`config.mk`:
```
export PLATFORM = sky130hd
export DESIGN_NAME = lcd_dispctl_seq
export DESIGN_NICKNAME = d
export VERILOG_FILES = /design/src/rtl/lcd_dispctl_pkg.sv /design/src/rtl/lcd_flag_reg.sv /design/src/rtl/lcd_power_fsm.sv /design/src/rtl/lcd_col_path.sv /design/src/rtl/lcd_row_gate.sv /design/src/rtl/lcd_dispctl_seq.sv
export SDC_FILE = /design/constraint.sdc
export NUM_CORES = 1
export LEC_CHECK = 0
export ABC_AREA = 1
export BUFFER_PORTS_ARGS = -buffer_cell sky130_fd_sc_hd__buf_2
export CAP_MARGIN = 40
export CORE_AREA = 10 10 65 67
export CTS_CLUSTER_DIAMETER = 80
export DETAILED_ROUTE_END_ITERATION = 7
export DIE_AREA = 0 0 75 77
export GPL_ROUTABILITY_DRIVEN = 0
export PLACE_DENSITY = 0.83
export SYNTH_ARGS = -nofsm -noshare
export SYNTH_HDL_FRONTEND = slang
export SYNTH_SLANG_ARGS = --single-unit
```
`constraint.sdc`:
```
create_clock -name clk -period 2.9 [get_ports clk]
set_input_delay 0.435 -clock clk [delete_from_list [all_inputs] [get_ports clk]]
set_output_delay 0.435 -clock clk [all_outputs]
set_load 0.01 [all_outputs]
```
`src/rtl/lcd_dispctl_pkg.sv`:
```
package lcd_dispctl_pkg;
  typedef enum logic [1:0] {
    ST_SLEEP  = 2'd0,
    ST_WAKE   = 2'd1,
    ST_ACTIVE = 2'd2,
    ST_FAIL   = 2'd3
  } seq_state_e;

  localparam int ROW_CODE_W = 2;
  localparam logic [ROW_CODE_W-1:0] ROW_GND_CODE = 2'b00;

  localparam int FLAG_EN_BIT  = 2;
  localparam int FLAG_ALL_BIT = 1;
  localparam int FLAG_INV_BIT = 0;
endpackage

```
`src/rtl/lcd_flag_reg.sv`:
```
module lcd_flag_reg
  import lcd_dispctl_pkg::*;
(
  input  logic       clk,
  input  logic       rst_n,
  input  logic       wr_en,
  input  logic [2:0] wr_flags,
  output logic       flag_en,
  output logic       flag_all,
  output logic       flag_inv
);
  always_ff @(posedge clk or negedge rst_n) begin
    if (!rst_n) begin
      flag_en  <= 1'b0;
      flag_all <= 1'b0;
      flag_inv <= 1'b0;
    end else if (wr_en) begin
      flag_en  <= wr_flags[FLAG_EN_BIT];
      flag_all <= wr_flags[FLAG_ALL_BIT];
      flag_inv <= wr_flags[FLAG_INV_BIT];
    end
  end
endmodule

```
`src/rtl/lcd_power_fsm.sv`:
```
module lcd_power_fsm
  import lcd_dispctl_pkg::*;
#(
  parameter int TW = 8
) (
  input  logic          clk,
  input  logic          rst_n,
  input  logic          enable,
  input  logic          pwr_good,
  input  logic [TW-1:0] limit,
  output logic          active,
  output logic          sleep_req,
  output logic          wake_err
);
  seq_state_e    state_q, state_d;
  logic [TW-1:0] cnt_q, cnt_d;

  always_comb begin
    state_d = state_q;
    cnt_d   = '0;
    if (!enable) begin
      state_d = ST_SLEEP;
    end else begin
      unique case (state_q)
        ST_SLEEP:  state_d = ST_WAKE;
        ST_WAKE: begin
          if (pwr_good)           state_d = ST_ACTIVE;
          else if (cnt_q == limit) state_d = ST_FAIL;
          else                     cnt_d   = cnt_q + 1'b1;
        end
        ST_ACTIVE: state_d = ST_ACTIVE;
        ST_FAIL:   state_d = ST_FAIL;
        default:   state_d = ST_SLEEP;
      endcase
    end
  end

  always_ff @(posedge clk or negedge rst_n) begin
    if (!rst_n) begin
      state_q <= ST_SLEEP;
      cnt_q   <= '0;
    end else begin
      state_q <= state_d;
      cnt_q   <= cnt_d;
    end
  end

  assign active    = (state_q == ST_ACTIVE);
  assign sleep_req = (state_q == ST_SLEEP) || (state_q == ST_FAIL);
  assign wake_err  = (state_q == ST_FAIL);
endmodule

```
`src/rtl/lcd_col_path.sv`:
```
module lcd_col_path #(
  parameter int COLS = 16
) (
  input  logic            active,
  input  logic            flag_all,
  input  logic            flag_inv,
  input  logic            in_valid,
  output logic            in_ready,
  input  logic [COLS-1:0] in_data,
  output logic            out_valid,
  input  logic            out_ready,
  output logic [COLS-1:0] out_data
);
  for (genvar c = 0; c < COLS; c++) begin : g_col
    logic shaped;
    always_comb begin
      if (flag_all)      shaped = 1'b1;
      else if (flag_inv) shaped = ~in_data[c];
      else               shaped = in_data[c];
    end
    assign out_data[c] = active & shaped;
  end

  assign out_valid = active & in_valid;
  assign in_ready  = active ? out_ready : 1'b1;
endmodule

```
`src/rtl/lcd_row_gate.sv`:
```
module lcd_row_gate
  import lcd_dispctl_pkg::*;
#(
  parameter int ROWS = 8
) (
  input  logic                       active,
  input  logic [ROWS*ROW_CODE_W-1:0] lvl_in,
  output logic [ROWS*ROW_CODE_W-1:0] lvl_out
);
  for (genvar r = 0; r < ROWS; r++) begin : g_row
    assign lvl_out[r*ROW_CODE_W +: ROW_CODE_W] =
      active ? lvl_in[r*ROW_CODE_W +: ROW_CODE_W] : ROW_GND_CODE;
  end
endmodule

```
`src/rtl/lcd_dispctl_seq.sv`:
```
module lcd_dispctl_seq #(
  parameter int COLS = 16,
  parameter int ROWS = 8,
  parameter int TW   = 8
) (
  input  logic            clk,
  input  logic            rst_n,
  input  logic            cmd_valid,
  output logic            cmd_ready,
  input  logic [2:0]      cmd_flags,
  input  logic [TW-1:0]   wake_limit,
  input  logic            pwr_good,
  output logic            sleep_req,
  output logic            wake_err,
  input  logic            pix_in_valid,
  output logic            pix_in_ready,
  input  logic [COLS-1:0] pix_in_data,
  output logic            pix_out_valid,
  input  logic            pix_out_ready,
  output logic [COLS-1:0] col_drive,
  output logic            col_oe,
  input  logic [ROWS*2-1:0] row_lvl_in,
  output logic [ROWS*2-1:0] row_lvl_out,
  output logic            row_oe
);
  logic flag_en, flag_all, flag_inv, active;

  assign cmd_ready = 1'b1;

  lcd_flag_reg u_flags (
    .clk(clk), .rst_n(rst_n), .wr_en(cmd_valid), .wr_flags(cmd_flags),
    .flag_en(flag_en), .flag_all(flag_all), .flag_inv(flag_inv)
  );

  lcd_power_fsm #(.TW(TW)) u_fsm (
    .clk(clk), .rst_n(rst_n), .enable(flag_en), .pwr_good(pwr_good),
    .limit(wake_limit), .active(active), .sleep_req(sleep_req),
    .wake_err(wake_err)
  );

  lcd_col_path #(.COLS(COLS)) u_cols (
    .active(active), .flag_all(flag_all), .flag_inv(flag_inv),
    .in_valid(pix_in_valid), .in_ready(pix_in_ready), .in_data(pix_in_data),
    .out_valid(pix_out_valid), .out_ready(pix_out_ready), .out_data(col_drive)
  );

  lcd_row_gate #(.ROWS(ROWS)) u_rows (
    .active(active), .lvl_in(row_lvl_in), .lvl_out(row_lvl_out)
  );

  assign col_oe = active;
  assign row_oe = active;
endmodule

```
Word level (Yosys, flattened, before mapping):

Cells that the tools add are included.

* add/subtract/negate cells: 1
* equal/unequal tests: 5
* mux-type cells: 49
* bitwise logic cells: 33
* reduce and logical (&&, ||, !) cells: 2

Operators by type and width (number)
* 1-bit 2-to-1 mux: 33
* 8-bit 2-to-1 mux: 4
* 2-bit 2-to-1 mux: 11
* 1-bit AND: 17
* 1-bit inverter: 16
* 8-bit by 1-bit adder with 8-bit output, second input constant: 1
* 8-bit == test: 1
* 2-bit one-hot mux with 4 select lines: 1
* 2-bit == test, second input constant: 2
* 4-bit by 3-bit != test with 1-bit output, second input constant: 1
* 2-bit by 1-bit == test with 1-bit output, second input constant: 1
* 2-bit logical NOT: 1
* 1-bit logical OR: 1

* bits in registers: 13
* word-level logic and storage cells: 95

Depth between registers and ports, before layout:

* word-level depth: 5
* gate-level depth with buffers: 9

Modules after synthesis:

A second synthesis with hierarchy kept.

* cells, all modules: 248
* area, all modules: 1555.2 um2

Modules (own cells, without submodules)
* lcd_power_fsm: times used 1, cells each 90, area each 710.7 um2
* lcd_col_path: times used 1, cells each 108, area each 549.3 um2
* lcd_row_gate: times used 1, cells each 34, area each 163.9 um2
* lcd_flag_reg: times used 1, cells each 13, area each 112.6 um2
* lcd_dispctl_seq: times used 1, cells each 3, area each 18.8 um2

Worst setup path after synthesis:

Ideal clock, no wire load.

* path type: flip-flop to output port
* start: register u_fsm.state_q[0]
* end: output col_drive[2]
* data arrival time: 1268 ps
* required time: 2465 ps
* setup slack: 1197 ps
* stages on the path, launching flop included: 6
* path through: dfrtp_1 inv_1 ha_1 clkbuf_1 o21ai_0 inv_1

* word-level cells in the longest chain between the ends: 2

Ends and longest elaborated chain
* start, declared: RTL line lcd_power_fsm.sv:15 `seq_state_e state_q, state_d;`
* start signal, assigned: RTL line lcd_power_fsm.sv:43 `state_q <= state_d;`
* 2-bit == test: RTL line lcd_power_fsm.sv:48 `assign active = (state_q == ST_ACTIVE);`
* named net col_oe: RTL line lcd_dispctl_seq.sv:21 `output logic col_oe,`
* 1-bit AND: RTL line lcd_col_path.sv:21 `assign out_data[c] = active & shaped;`
* end, declared: RTL line lcd_dispctl_seq.sv:20 `output logic [COLS-1:0] col_drive,`

The timed path passes the listed nets, and every way through them passes these cells.

Worst setup path in the final report:

* start: register u_fsm.state_q[0]
* end: output row_lvl_out[5]

* word-level cells in the longest chain between the ends: 2

Ends and longest elaborated chain
* 2-bit == test: RTL line lcd_power_fsm.sv:48
* 2-bit 2-to-1 mux: RTL line lcd_row_gate.sv:12 `active ? lvl_in[r*ROW_CODE_W +: ROW_CODE_W] : ROW_GND_CODE;`
* end, declared: RTL line lcd_dispctl_seq.sv:23 `output logic [ROWS*2-1:0] row_lvl_out,`

No other way between the ends.

==> impl_metrics.csv <==
group,metric,value,unit
logic_synthesis,yosysTopAreaCell,"dfrtp_1",
finish,syn2layout_area_growth,36.0,%
timing,fin_setup_tns,0,ps
timing,max_slew_margin,46.4,%
cts,clockBufferDepth,2,
logic_synthesis,synth_seq_cells,13,
floorplanning,dieArea,0.00578,mm2
grt,grt_max_degree,31,
status,status,"finished, final reports clean",
worst_setup_path,crit_path_max_fanout,30,
power_and_ir_drop,netSwitchingPower,0.250,mW
logic_synthesis,syn-num-nets,244,
worst_setup_path,slowest_delay,680,ps
worst_setup_path,reg2reg_from,"u_fsm.state_q[1]",
worst_setup_path,worstRegToRegCells,7,
drt,via_count,1364,
power_and_ir_drop,internal-power,0.367,mW
logic_synthesis,ys_warn_count,0,
cts,cts_sinks,13,
place,portBuffers,86,
timing,min_period,2410,ps
grt,grt_overflow_total,0,
worst_setup_path,critPathBufInv,4,
timing,setup_ws,491,ps
worst_setup_path,setup.worst_path.start_class,"flip-flop",
finish,fin_nets,328,
power_and_ir_drop,power.share.clock,18.7,%
timing,hold_viol,0,
drt,first_iter_violations,32,
worst_setup_path,r2r-end,"u_fsm.state_q[1]",
cts,cts_resized,0,
logic_synthesis,ys_seq_area_share,25.4,%
logic_synthesis,syn_area,0.00128,mm2
floorplanning,fp-row-count,20,
worst_hold_path,hold_class,"in2async",
drt,routedWlPerCell,13.0,um
finish,drive_above_1_share,40.7,%
cts,clockRootBuffer,"clkbuf_4",
worst_setup_path,endpoint_kind,"output port",
power_and_ir_drop,power.share.switching,40.6,%
place,dp_hpwl,3410,um
timing,timing.hold.ws,21.7,ps
logic_synthesis,netlist_instances,190,
power_and_ir_drop,p_seq_share,34.7,%
power_and_ir_drop,p_per_area,354,mW/mm2
timing,finClkSkew,1.48,ps
timing,setup_viol,0,
floorplanning,fp.dieH,77,um
worst_setup_path,crit_top_cell,"inv_1",
drt,drc_errors,0,
worst_setup_path,crit_family,"adder cells",
finish,final_common_cell,"buf_2",
worst_setup_path,critical_path_class,"reg2out",
drt,firstDrtPassIters,4,
finish,diodes,0,
power_and_ir_drop,p_leak,1.23,nW
grt,grt_pass1_vias,1356,
cts,path_clk_slew,80,ps
finish,layout_common_cells,"86 x buf_2, 49 x inv_1, 44 x nand2_1",
grt,grt_pass1_wl,6020,um
worst_setup_path,cp_data_required_time,2470,ps
logic_synthesis,synth_cell_type_count,21,
worst_setup_path,r2r_slack,1440,ps
grt,grt_usage,12.9,%
flow_run,drv_cap,0,
timing,slew_violations,0,
logic_synthesis,synth_top_area_share,25.4,%
grt,antenna_found_initial,0,
timing,period_share,83.1,%
power_and_ir_drop,peakVddDrop,223,uV
cts,holdBufCountCts,0,
logic_synthesis,syn_area_per_cell,6.74,um2
timing,fmax,0.415,GHz
cts,htree_levels,1,
drt,wl,3980,um
drt,drtAntennaViolNets,0,
place,dp_slack,811,ps
worst_setup_path,cp_cell_sequence,"inv_1 -> ha_1 -> buf_4 -> nand2_1 -> inv_1 -> buf_2",
floorplanning,ios,88,
floorplanning,initial_core_util,43.0,%
worst_setup_path,crit_arrival,1970,ps
worst_setup_path,slowest_stage,"ha_1",
cts,cts_made_buffers,3,
floorplanning,die_w,75,um
cts,post_cts_buffers,0,
floorplanning,core,0.00298,mm2
cts,cts_tree,"done",
finish,fill_cells,298,
cts,clock_latency,280,ps
timing,rsz0062_at_grt,"false",
drt,via_per_inst,4.46,
power_and_ir_drop,combPwrFrac,46.5,%
logic_synthesis,ys_top_cells_by_area,"dfrtp_1 25%, inv_1 14%, xor2_1 13%",
finish,utilization,58.5,%
timing,max_slew.worst_pin.slew,803,ps
power_and_ir_drop,total_power,0.617,mW
==> metrics by stage <==
stage	area (um2)	cells
2_1_floorplan	1280	190
3_3_place_gp	1720	302
3_5_place_dp	1720	302
4_1_cts	1740	306
5_1_grt	1740	306
6_report	1740	306
==> metal layers <==
| layer | wire length, um | global-route usage (%) | share of wire, % | up-vias |
|---|---|---|---|---|
| li1 | - | - | - | 707 |
| met1 | 1480 | 13.5 | 37 | 584 |
| met2 | 1910 | 23.1 | 48 | 69 |
| met3 | 554 | 4.76 | 14 | 4 |
| met4 | 34 | 3.41 | 0.85 | 0 |
| met5 | 0 | 0 | 0 | - |
==> worst max path at each step <==
stage | start | to | slack (ps) | cells past startpoint
after floorplan | u_fsm.state_q[0] | col_drive[2] | 1200 | 5
after global placement | u_fsm.state_q[0] | row_lvl_out[10] | 850 | 6
after detailed placement | u_fsm.state_q[0] | row_lvl_out[5] | 810 | 6
after CTS | u_fsm.state_q[0] | row_lvl_out[5] | 480 | 6
after global routing | u_fsm.state_q[0] | row_lvl_out[3] | 290 | 6
final | u_fsm.state_q[0] | row_lvl_out[5] | 490 | 6
==> power by group through the flow <==
stage | logic (mW) | registers, mW | clock network [mW]
6_report | 0.287 | 0.214 | 0.116
5_1_grt | 0.324 | 0.219 | 0.129
4_1_cts | 0.292 | 0.215 | 0.122
3_5_place_dp | 0.292 | 0.219 | 0
3_3_place_gp | 0.286 | 0.217 | 0
2_1_floorplan | 0.179 | 0.204 | 0
==> sequential cells by signal, summed over array words and instances (netlist names) <==
signal            flops
u_flags.flag_inv      1
u_flags.flag_all      1
u_fsm.cnt_q           8
u_fsm.state_q         2
u_flags.flag_en       1
==> cells by family after synthesis <==
| logic type | Yosys count | synth area share (%) |
|---|---|---|
| and+or+nand+nor | 68 | 25.7 |
| buffers and inverters | 58 | 18.2 |
| xor gates and xnor gates | 24 | 16.4 |
| AOI/OAI and AO/OA | 19 | 7.42 |
| DFF | 13 | 25.4 |
| adders and majority gates | 5 | 4.88 |
| muxes | 2 | 1.76 |
| other | 1 | 0.293 |
==> Yosys cell counts, drive strengths merged <==
| cell type | instances |
|---|---|
| xnor2 | 5 |
| mux2 | 2 |
| clkbuf | 4 |
| buf | 4 |
| xor2 | 19 |
| a21oi | 1 |
| dfrtp | 13 |
| nand2 | 48 |
| nor3 | 1 |
| o21ai | 18 |
| nor2 | 14 |
| ha | 5 |
| nand3 | 5 |
| conb | 1 |
| inv | 50 |
==> area by class of cell <==
cell class	count	area, um2	area share, %
tap	33	41.3	2.37
clock buffer	3	22.5	1.29
multi-input combinational	119	723	41.5
clock inverter	1	5.00	0.287
inverter	50	188	10.8
sequential	13	325	18.7
timing repair buffer	87	438	25.1
(Power assumes the default switching activity.)
